**config.mk**
```make
export PLATFORM = sky130hd
export DESIGN_NAME = cfg_restore_ctrl
export DESIGN_NICKNAME = d
export VERILOG_FILES = /design/src/rtl/cfg_restore_pkg.sv /design/src/rtl/cfg_word_counter.sv /design/src/rtl/cfg_settle_timer.sv /design/src/rtl/cfg_restore_fsm.sv /design/src/rtl/cfg_restore_ctrl.sv
export SDC_FILE = /design/constraint.sdc
export NUM_CORES = 1
export LEC_CHECK = 0
export ABC_CLOCK_PERIOD_IN_PS = 5300
export BUFFER_PORTS_ARGS = -buffer_cell sky130_fd_sc_hd__buf_2
export CORE_MARGIN = 5
export CORE_UTILIZATION = 45
export CTS_BUF_LIST = sky130_fd_sc_hd__clkbuf_4 sky130_fd_sc_hd__clkbuf_8
export DETAILED_ROUTE_END_ITERATION = 12
export GPL_ROUTABILITY_DRIVEN = 0
export GPL_TIMING_DRIVEN = 1
export PLACE_DENSITY = 0.7
export SLEW_MARGIN = 5
export SYNTH_ARGS = -nofsm -noshare
export SYNTH_HDL_FRONTEND = slang
export SYNTH_HIERARCHICAL = 1
export SYNTH_SLANG_ARGS = --single-unit
```
**constraint.sdc**
```tcl
create_clock -name clk -period 5.3 [get_ports clk]
set_input_delay 1.06 -clock clk [delete_from_list [all_inputs] [get_ports clk]]
set_output_delay 1.06 -clock clk [all_outputs]
set_load 0.1 [all_outputs]
```
**src/rtl/cfg_restore_pkg.sv**
```systemverilog
package cfg_restore_pkg;
    typedef enum logic [2:0] {
        ST_IDLE,
        ST_LOAD,
        ST_COMMIT,
        ST_SETTLE,
        ST_DONE
    } load_state_t;
endpackage

```
**src/rtl/cfg_word_counter.sv**
```systemverilog
module cfg_word_counter #(
    parameter int WORDS = 16,
    parameter int AW    = 4
) (
    input  logic          clk,
    input  logic          rst_n,
    input  logic          clear,
    input  logic          step,
    output logic [AW-1:0] addr,
    output logic          last
);
    localparam logic [AW-1:0] LAST_ADDR = AW'(WORDS - 1);

    always_ff @(posedge clk or negedge rst_n) begin
        if (!rst_n) begin
            addr <= '0;
        end else if (clear) begin
            addr <= '0;
        end else if (step) begin
            addr <= last ? '0 : addr + 1'b1;
        end
    end

    assign last = (addr == LAST_ADDR);
endmodule

```
**src/rtl/cfg_settle_timer.sv**
```systemverilog
module cfg_settle_timer #(
    parameter int CYCLES = 50000,
    parameter int CW     = 16
) (
    input  logic clk,
    input  logic rst_n,
    input  logic run,
    output logic expired
);
    localparam logic [CW-1:0] TERMINAL = CW'(CYCLES - 1);

    logic [CW-1:0] cnt;

    always_ff @(posedge clk or negedge rst_n) begin
        if (!rst_n) begin
            cnt <= '0;
        end else if (!run) begin
            cnt <= '0;
        end else if (cnt != TERMINAL) begin
            cnt <= cnt + 1'b1;
        end
    end

    assign expired = run && (cnt == TERMINAL);
endmodule

```
**src/rtl/cfg_restore_fsm.sv**
```systemverilog
module cfg_restore_fsm
    import cfg_restore_pkg::*;
(
    input  logic        clk,
    input  logic        rst_n,
    input  logic        supply_ok,
    input  logic        reload_req,
    input  logic        nv_valid,
    input  logic        last_word,
    input  logic        settle_expired,
    output load_state_t state_q,
    output logic        busy,
    output logic        rd_en,
    output logic        word_take,
    output logic        commit,
    output logic        seq_start,
    output logic        ready,
    output logic        timer_run
);
    load_state_t state_d;

    // next-state decision
    always_comb begin
        state_d = state_q;
        unique case (state_q)
            ST_IDLE:   if (supply_ok) state_d = ST_LOAD;
            ST_LOAD:   if (nv_valid && last_word) state_d = ST_COMMIT;
            ST_COMMIT: state_d = ST_SETTLE;
            ST_SETTLE: if (settle_expired) state_d = ST_DONE;
            ST_DONE:   if (reload_req) state_d = ST_LOAD;
            default:   state_d = ST_IDLE;
        endcase
        if (!supply_ok) state_d = ST_IDLE;
    end

    // state register
    always_ff @(posedge clk or negedge rst_n) begin
        if (!rst_n) state_q <= ST_IDLE;
        else        state_q <= state_d;
    end

    // outputs decoded from the state
    always_comb begin
        busy      = 1'b0;
        rd_en     = 1'b0;
        word_take = 1'b0;
        commit    = 1'b0;
        seq_start = 1'b0;
        ready     = 1'b0;
        timer_run = 1'b0;
        unique case (state_q)
            ST_IDLE: ;
            ST_LOAD: begin
                busy      = 1'b1;
                rd_en     = 1'b1;
                word_take = nv_valid;
            end
            ST_COMMIT: begin
                busy   = 1'b1;
                commit = 1'b1;
            end
            ST_SETTLE: begin
                timer_run = 1'b1;
                seq_start = settle_expired && supply_ok;
            end
            ST_DONE: ready = 1'b1;
            default: ;
        endcase
    end
endmodule

```
**src/rtl/cfg_restore_ctrl.sv**
```systemverilog
module cfg_restore_ctrl
    import cfg_restore_pkg::*;
#(
    parameter int WORD_COUNT = 16,
    parameter int DATA_W     = 8,
    parameter int CLK_HZ     = 100_000_000,
    localparam int ADDR_W        = (WORD_COUNT > 1) ? $clog2(WORD_COUNT) : 1,
    localparam int SETTLE_CYCLES = (CLK_HZ / 2000 > 0) ? CLK_HZ / 2000 : 1,
    localparam int SETTLE_W      = $clog2(SETTLE_CYCLES + 1)
) (
    input  logic              clk,
    input  logic              rst_n,
    input  logic              supply_ok,
    input  logic              reload_req,
    input  logic              nv_valid,
    input  logic [DATA_W-1:0] nv_data,
    output logic [ADDR_W-1:0] nv_addr,
    output logic              nv_rd,
    output logic              stage_we,
    output logic [ADDR_W-1:0] stage_addr,
    output logic [DATA_W-1:0] stage_data,
    output logic              commit,
    output logic              busy,
    output logic              seq_start,
    output logic              cfg_ready
);
    load_state_t state_q;
    logic        last_word;
    logic        settle_expired;
    logic        timer_run;
    logic        word_take;

    cfg_restore_fsm u_fsm (
        .clk            (clk),
        .rst_n          (rst_n),
        .supply_ok      (supply_ok),
        .reload_req     (reload_req),
        .nv_valid       (nv_valid),
        .last_word      (last_word),
        .settle_expired (settle_expired),
        .state_q        (state_q),
        .busy           (busy),
        .rd_en          (nv_rd),
        .word_take      (word_take),
        .commit         (commit),
        .seq_start      (seq_start),
        .ready          (cfg_ready),
        .timer_run      (timer_run)
    );

    cfg_word_counter #(
        .WORDS (WORD_COUNT),
        .AW    (ADDR_W)
    ) u_addr (
        .clk   (clk),
        .rst_n (rst_n),
        .clear (!nv_rd),
        .step  (word_take),
        .addr  (nv_addr),
        .last  (last_word)
    );

    cfg_settle_timer #(
        .CYCLES (SETTLE_CYCLES),
        .CW     (SETTLE_W)
    ) u_settle (
        .clk     (clk),
        .rst_n   (rst_n),
        .run     (timer_run),
        .expired (settle_expired)
    );

    assign stage_we   = word_take;
    assign stage_addr = nv_addr;
    assign stage_data = nv_data;
endmodule

```
==> metrics.txt, run 1 <==
CP arrival=2610 ps; Syn Inst Count=between 100 and 150; worst setup path category=reg -> out; Rows=20; Synth cell types=40; Peak Freq=~0.27 GHz; critical path buffer and inverter count=1; post-synthesis sequential area ratio=0.4178; DR WL/cell=roughly 14 µm; via count=1,003; Max-slew headroom=0.6659; PwrDens=around 420 mW/mm²; PortBufs=18; final setup skew=approximately 8.4 ps; critical path capture point type=output port; unrepaired setup endpoints after global routing=no; Tot GR Track Use=0.1277; Max-Cap Viols=0; FILL cells=between 200 and 300; DR pass1 iterations=4; cts hold-fix bufs=0; clk root buf=clkbuf_4; Starting DRT DRC Count=37; Setup-failing EPs final=0; leakage power figure=approximately 0.00067 µW; Max FO, Critical Path=7; CP cell instances=or4b_4 -> nor4_4 -> and2_2 -> and3_1 -> buf_2; WP data required=4240 ps; Post-synth ARST share=1.000; Post-CTS Setup Bufs=0; Final Hold Viols=0; vias in the first global route=between 1,000 and 1,500; share of layout cells above drive strength 1=0.2185; number of flops mapped to enable cells by yosys=0; Clock transition at path regs=around 140 ps; DRC viols=0; commonest non-fill, non-tap cells in the layout=23 x dfrtp_1, 18 x buf_2, 11 x nand2_1; Die H=between 60 and 70 µm; placed instance area=0.001415 mm²; gr ovfl total=0; worst slew pin tran=501.2 ps; CORE AREA=~0.0030 mm²; Clock H-tree levels=1; final instance area=roughly 0.0014 mm²; Post-Synthesis Cell Area=~0.0014 mm²; CTS sink count=23; final wirelength=~2500 µm; post-layout min period=between 3000 and 4000 ps; Initial Util=0.4587; vias per cell=between 5 and 6; crit start category=register; Setup TNS Final=0 ps; Slew Limit Fails=0; initial antenna violation count=0; syn_area_per_cell=between 9 and 10 µm²; largest net degree at the start of global routing=24; final worst path period share=0.6930; ANT nets after route=0; Top FF cell, synth=dfrtp_1; final core occ=0.4813; hpwl dp=between 1500 and 2000 µm; synthesized flop and latch total=23; CTS tree=yes; Die Wd=about 65 µm; CP max-delay cell=or4b_4; commonest non-fill, non-tap cell in the layout=dfrtp_1; worst min path class=reg -> reg; Top Family by Delay on Critical Path=simple AND/OR/NAND/NOR gates; Antenna Cells=0; post-cts sizing count=0; CP max stage delay=around 570 ps; worst vdd ir=~0.46 mV; CTS Buffer Depth=2; Final #Nets=167; I/O pins=35; Synth-to-Final Area Change=4.905%; setup slack, reg-to-reg=roughly 3300 ps; Yosys warning count=6; CTS Buf Count=3; status=finished, final reports clean; die footprint=roughly 0.0043 mm²; first-pass GRT wire length=~4400 µm; footprint of the multi-input gates=slightly below 700 µm²; Clock Latency Late Sink=roughly 320 ps; FF+latch area=between 500 and 600 µm²; Min Hold Slack=between 600 and 700 ps; Synth Net Count=between 150 and 200
-- worst register-to-register path: cells and delay by family, from the launching register on --
family	cells	cell delay, ps
AO/OA/AOI/OAI	1	90
flip-flops	1	460
AND/OR/NAND/NOR	4	1400
-- sequential cells by signal (all words and copies together) (netlist names) --
register       flops
u_addr/addr        4
u_fsm/state_q      3
u_settle/cnt      16
-- logic make-up (layout without fill, tap and decap cells) --
logic type               Yosys count  after routing  share of synthesized area
buffers and inverters             19             28                    0.08447
AND/OR/NAND/NOR                   65             65                     0.2979
XOR/XNOR                          10             10                    0.06358
AO/OA/AOI/OAI                     20             20                    0.09628
multiplexers                       3              3                    0.02180
adder cells (fa/ha/maj)            2              2                    0.01816
flip-flops                        23             23                     0.4178
-- Yosys cell counts (2+ instances only) --
master / number / area share
nand3_1: 5 / 0.018
inv_1: 5 / 0.014
and2_1: 10 / 0.045
nor2_1: 4 / 0.011
xnor2_1: 2 / 0.013
or3_2: 2 / 0.011
xor2_1: 8 / 0.051
or4bb_1: 2 / 0.016
mux2i_1: 3 / 0.022
or3_1: 3 / 0.014
nor4_1: 3 / 0.014
buf_4: 12 / 0.065
nand2_1: 11 / 0.030
nand2b_1: 3 / 0.014
a21oi_1: 3 / 0.011
a21boi_0: 6 / 0.033
nor3_1: 7 / 0.025
nand4_1: 3 / 0.014
dfrtp_1: 23 / 0.42
o21ai_0: 6 / 0.022
ha_1: 2 / 0.018
-- stage by stage --
stage	total power [µW]	cells	setup slack [ps]
6_report	600.6	184	1627
3_3_place_gp	515.3	180	2001
2_1_floorplan	505.6	142	1487
4_1_cts	605.1	184	1610
5_1_grt	628.8	184	1466
3_5_place_dp	519.8	180	1975
-- layer usage --
| metal | up-vias | share of wire | track usage |
|---|---|---|---|
| met4 | 0 | 0.0016 | 0.01036 |
| li1 | 506 | - | - |
| met3 | 2 | 0.067 | 0.04103 |
| met2 | 26 | 0.48 | 0.2200 |
| met1 | 469 | 0.45 | 0.1625 |
| met5 | - | 0 | 0 |
-- power breakdown --
part           switching, µW  total [µW]  internal, µW
logic                    245         305          60.3
clock network           56.0        84.8          28.8
registers               21.6         211           189
total                    322         601           278
-- layout make-up --
type	count	share of cell area
clock buffers	3	0.01558
clock inverters	1	0.005195
multi-input cells	100	0.4745
flip-flops and latches	23	0.3983
repair buffers	18	0.06234
well taps	33	0.02857
inverters	6	0.01558
-- worst paths after layout --
path                       cells after the start            start          endpoint
hold / removal                                 2  u_settle/cnt[6]   u_settle/cnt[6]
hold reg to reg                                2  u_settle/cnt[6]   u_settle/cnt[6]
setup / recovery                               5  u_settle/cnt[7]         seq_start
setup reg to reg                               5  u_settle/cnt[7]  u_fsm/state_q[0]
max in group asynchronous                      1            rst_n   u_settle/cnt[2]
min in group asynchronous                      1            rst_n  u_settle/cnt[15]
Power figures use the tool's default switching activity.
==> run 2: changes to the inputs <==
Settings changed: ABC_CLOCK_PERIOD_IN_PS 5300 to 3200, PLACE_DENSITY 0.7 to 0.73.
Clock period 5.3 ns to 3.2 ns, I/O delays scaled along.
==> run 2 against run 1 <==
Effect of this change:
- utilization is 0.54 points higher
- clock power rose by 58%
- register-to-register slack worse by 1900 ps
- combinational power is 68% higher
- worst setup slack worse by 1400 ps
- sequential share of layout area decreased by 0.44 points
- via count is 3.2% higher
- total power grew 66%
- global-route usage grew 0.65 points
- critical path type unchanged
==> metrics.txt, run 2 (synthesis gave the netlist of run 1 again) <==
met1 Use GR=0.1677 (was 0.1625); leakage power figure=0.0006806 µW (was 0.0006689 µW); Starting DRT DRC Count=24 (was 37); worst r2r dst=u_settle/cnt[1] (was u_fsm/state_q[0]); worst slew pin tran=515.9 ps (was 501.2 ps); largest net degree at the start of global routing=24 (unchanged); largest registers=u_settle/cnt: 16 flops, u_addr/addr: 4 flops, u_fsm/state_q: 3 flops (unchanged); Initial Util=0.4587 (unchanged); final worst path period share=0.9406; Die Wd=65.33 µm (unchanged); initial antenna violation count=0 (unchanged); post-cts sizing count=0 (unchanged); Rows=20 (unchanged); Peak Freq=around 0.33 GHz; CTS tree=yes (unchanged); Setup crit end=seq_start (unchanged); die footprint=0.004268 mm² (unchanged); Final #Nets=168 (was 167); vias per cell=5.595 (was 5.451); PwrDens=683.6 mW/mm² (was 415.6 mW/mm²); Largest Register=u_settle/cnt (unchanged); Critical R2R Launch=u_settle/cnt[7] (unchanged); Synth-to-Final Area Change=6.085% (was 4.905%); share of layout cells above drive strength 1=0.2303 (was 0.2185); Post-CTS Setup Bufs=0 (unchanged); overall power=999.0 µW (was 600.6 µW); setup slack, reg-to-reg=1370 ps (was 3260 ps); vias in the first global route=1,067 (was 1,002); Die H=65.33 µm (unchanged); Largest register FFs=16 (unchanged); Max-slew headroom=0.6561 (was 0.6659); clk root buf=clkbuf_4 (unchanged); Min Hold Slack=282.4 ps (was 602.6 ps); crit start category=register (unchanged); Max FO, Critical Path=7 (unchanged); gr ovfl total=0 (unchanged); DRC viols=0 (unchanged); Worst Setup SP=u_settle/cnt[7] (unchanged); PortBufs=18 (unchanged); post-layout min period=3010 ps; GRT met2 Usage=0.2288 (was 0.2200); Clock H-tree levels=1 (unchanged); FILL cells=279 (was 282); DR WL/cell=13.83 µm (was 13.59 µm); commonest non-fill, non-tap cell in the layout=dfrtp_1 (unchanged); Max-Cap Viols=0 (unchanged); first-pass GRT wire length=4623 µm (was 4381 µm); CTS sink count=23 (unchanged); worst vdd ir=0.6634 mV (was 0.4629 mV); WP data required=2560 ps (was 4240 ps); CTS Buffer Depth=2 (unchanged); Final Hold Viols=0 (unchanged); GR met3 Demand/Resource=0.02564 (was 0.04103); Setup-failing EPs final=0 (unchanged); hpwl dp=1895 µm (was 1855 µm); CP arrival=2370 ps (was 2610 ps); final core occ=0.4867 (was 0.4813); worst min path class=in -> async (was reg -> reg); critical path capture point type=output port (unchanged); Top Usage Layer GRT=met2 (unchanged); status=finished, final reports clean (unchanged); Slew Limit Fails=0 (unchanged); CTS Buf Count=3 (unchanged); worst setup path category=reg -> out (unchanged); Tot GR Track Use=0.1342 (was 0.1277); ANT nets after route=0 (unchanged); final setup skew=5.915 ps (was 8.388 ps); I/O pins=35 (unchanged); Clock Latency Late Sink=310 ps (was 320 ps); cts hold-fix bufs=0 (unchanged); DR pass1 iterations=4 (unchanged); Worst Reg2Reg Path Length in Cells=5 (unchanged); CORE AREA=0.003003 mm² (unchanged); commonest non-fill, non-tap cells in the layout=23 x dfrtp_1, 18 x buf_2, 11 x nand2_1 (unchanged); final wirelength=2558 µm (was 2501 µm); Clock transition at path regs=130 ps (was 140 ps); unrepaired setup endpoints after global routing=no (unchanged); Antenna Cells=0 (unchanged); via count=1,035 (was 1,003)
## run 2: changes by cell type in the layout (fill, tap and decap cells not counted)
cell,delta
nor3b_1,-1
clkinvlp_4,-1
nor3b_4,+1
clkinv_2,+1
buf_4,+1
## run 2: worst min-delay path by stage
| stage | end | slack (ps) |
|---|---|---|
| after floorplan | u_addr/addr[0] | 340 |
| after global placement | u_settle/cnt[1] | 570 |
| after detailed placement | u_settle/cnt[15] | 580 |
| after CTS | u_settle/cnt[10] | 290 |
| after global routing | u_settle/cnt[10] | 300 |
| final | u_settle/cnt[8] | 280 |
## run 2: layer usage
layer  share of wire  vias to the layer above
li1                -                      507
met3           0.040                        2
met5               0                        -
met4          0.0051                        0
met1            0.46                      506
met2            0.49                       20
## run 2: stage by stage
| step | std cells | area (µm²) | setup TNS [ps] | setup slack (ps) |
|---|---|---|---|---|
| floorplan | 142 | 1389 | -10.13 | -10.13 |
| CTS | 185 | 1461 | 0 | 171.3 |
| global placement | 181 | 1434 | 0 | 540.8 |
| finish | 185 | 1461 | 0 | 190.2 |
| detailed placement | 181 | 1434 | 0 | 547.9 |
| global route | 185 | 1461 | 0 | 78.91 |
## run 2: worst max-delay path, stage by stage (launching register included)
cell and delay, ps:
dfrtp_1 450, or4b_4 570, nor4_4 270, and2_2 200, and3_1 150, buf_2 420
## run 2: report_power, final
group / switching (µW) / internal, µW
sequential: 39.4 / 313
combinational: 406 / 107
clock: 87.2 / 46.6
total: 532 / 467
## run 2: cell type report
| class | instances | area [µm²] | share of cell area |
|---|---|---|---|
| timing repair buffer | 19 | 97.59 | 0.06678 |
| sequential | 23 | 575.6 | 0.3938 |
| clock buffer | 3 | 22.52 | 0.01541 |
| multi-input combinational | 100 | 696.9 | 0.4769 |
| inverter | 6 | 22.52 | 0.01541 |
| clock inverter | 1 | 5.005 | 0.003425 |
| tap | 33 | 41.29 | 0.02825 |
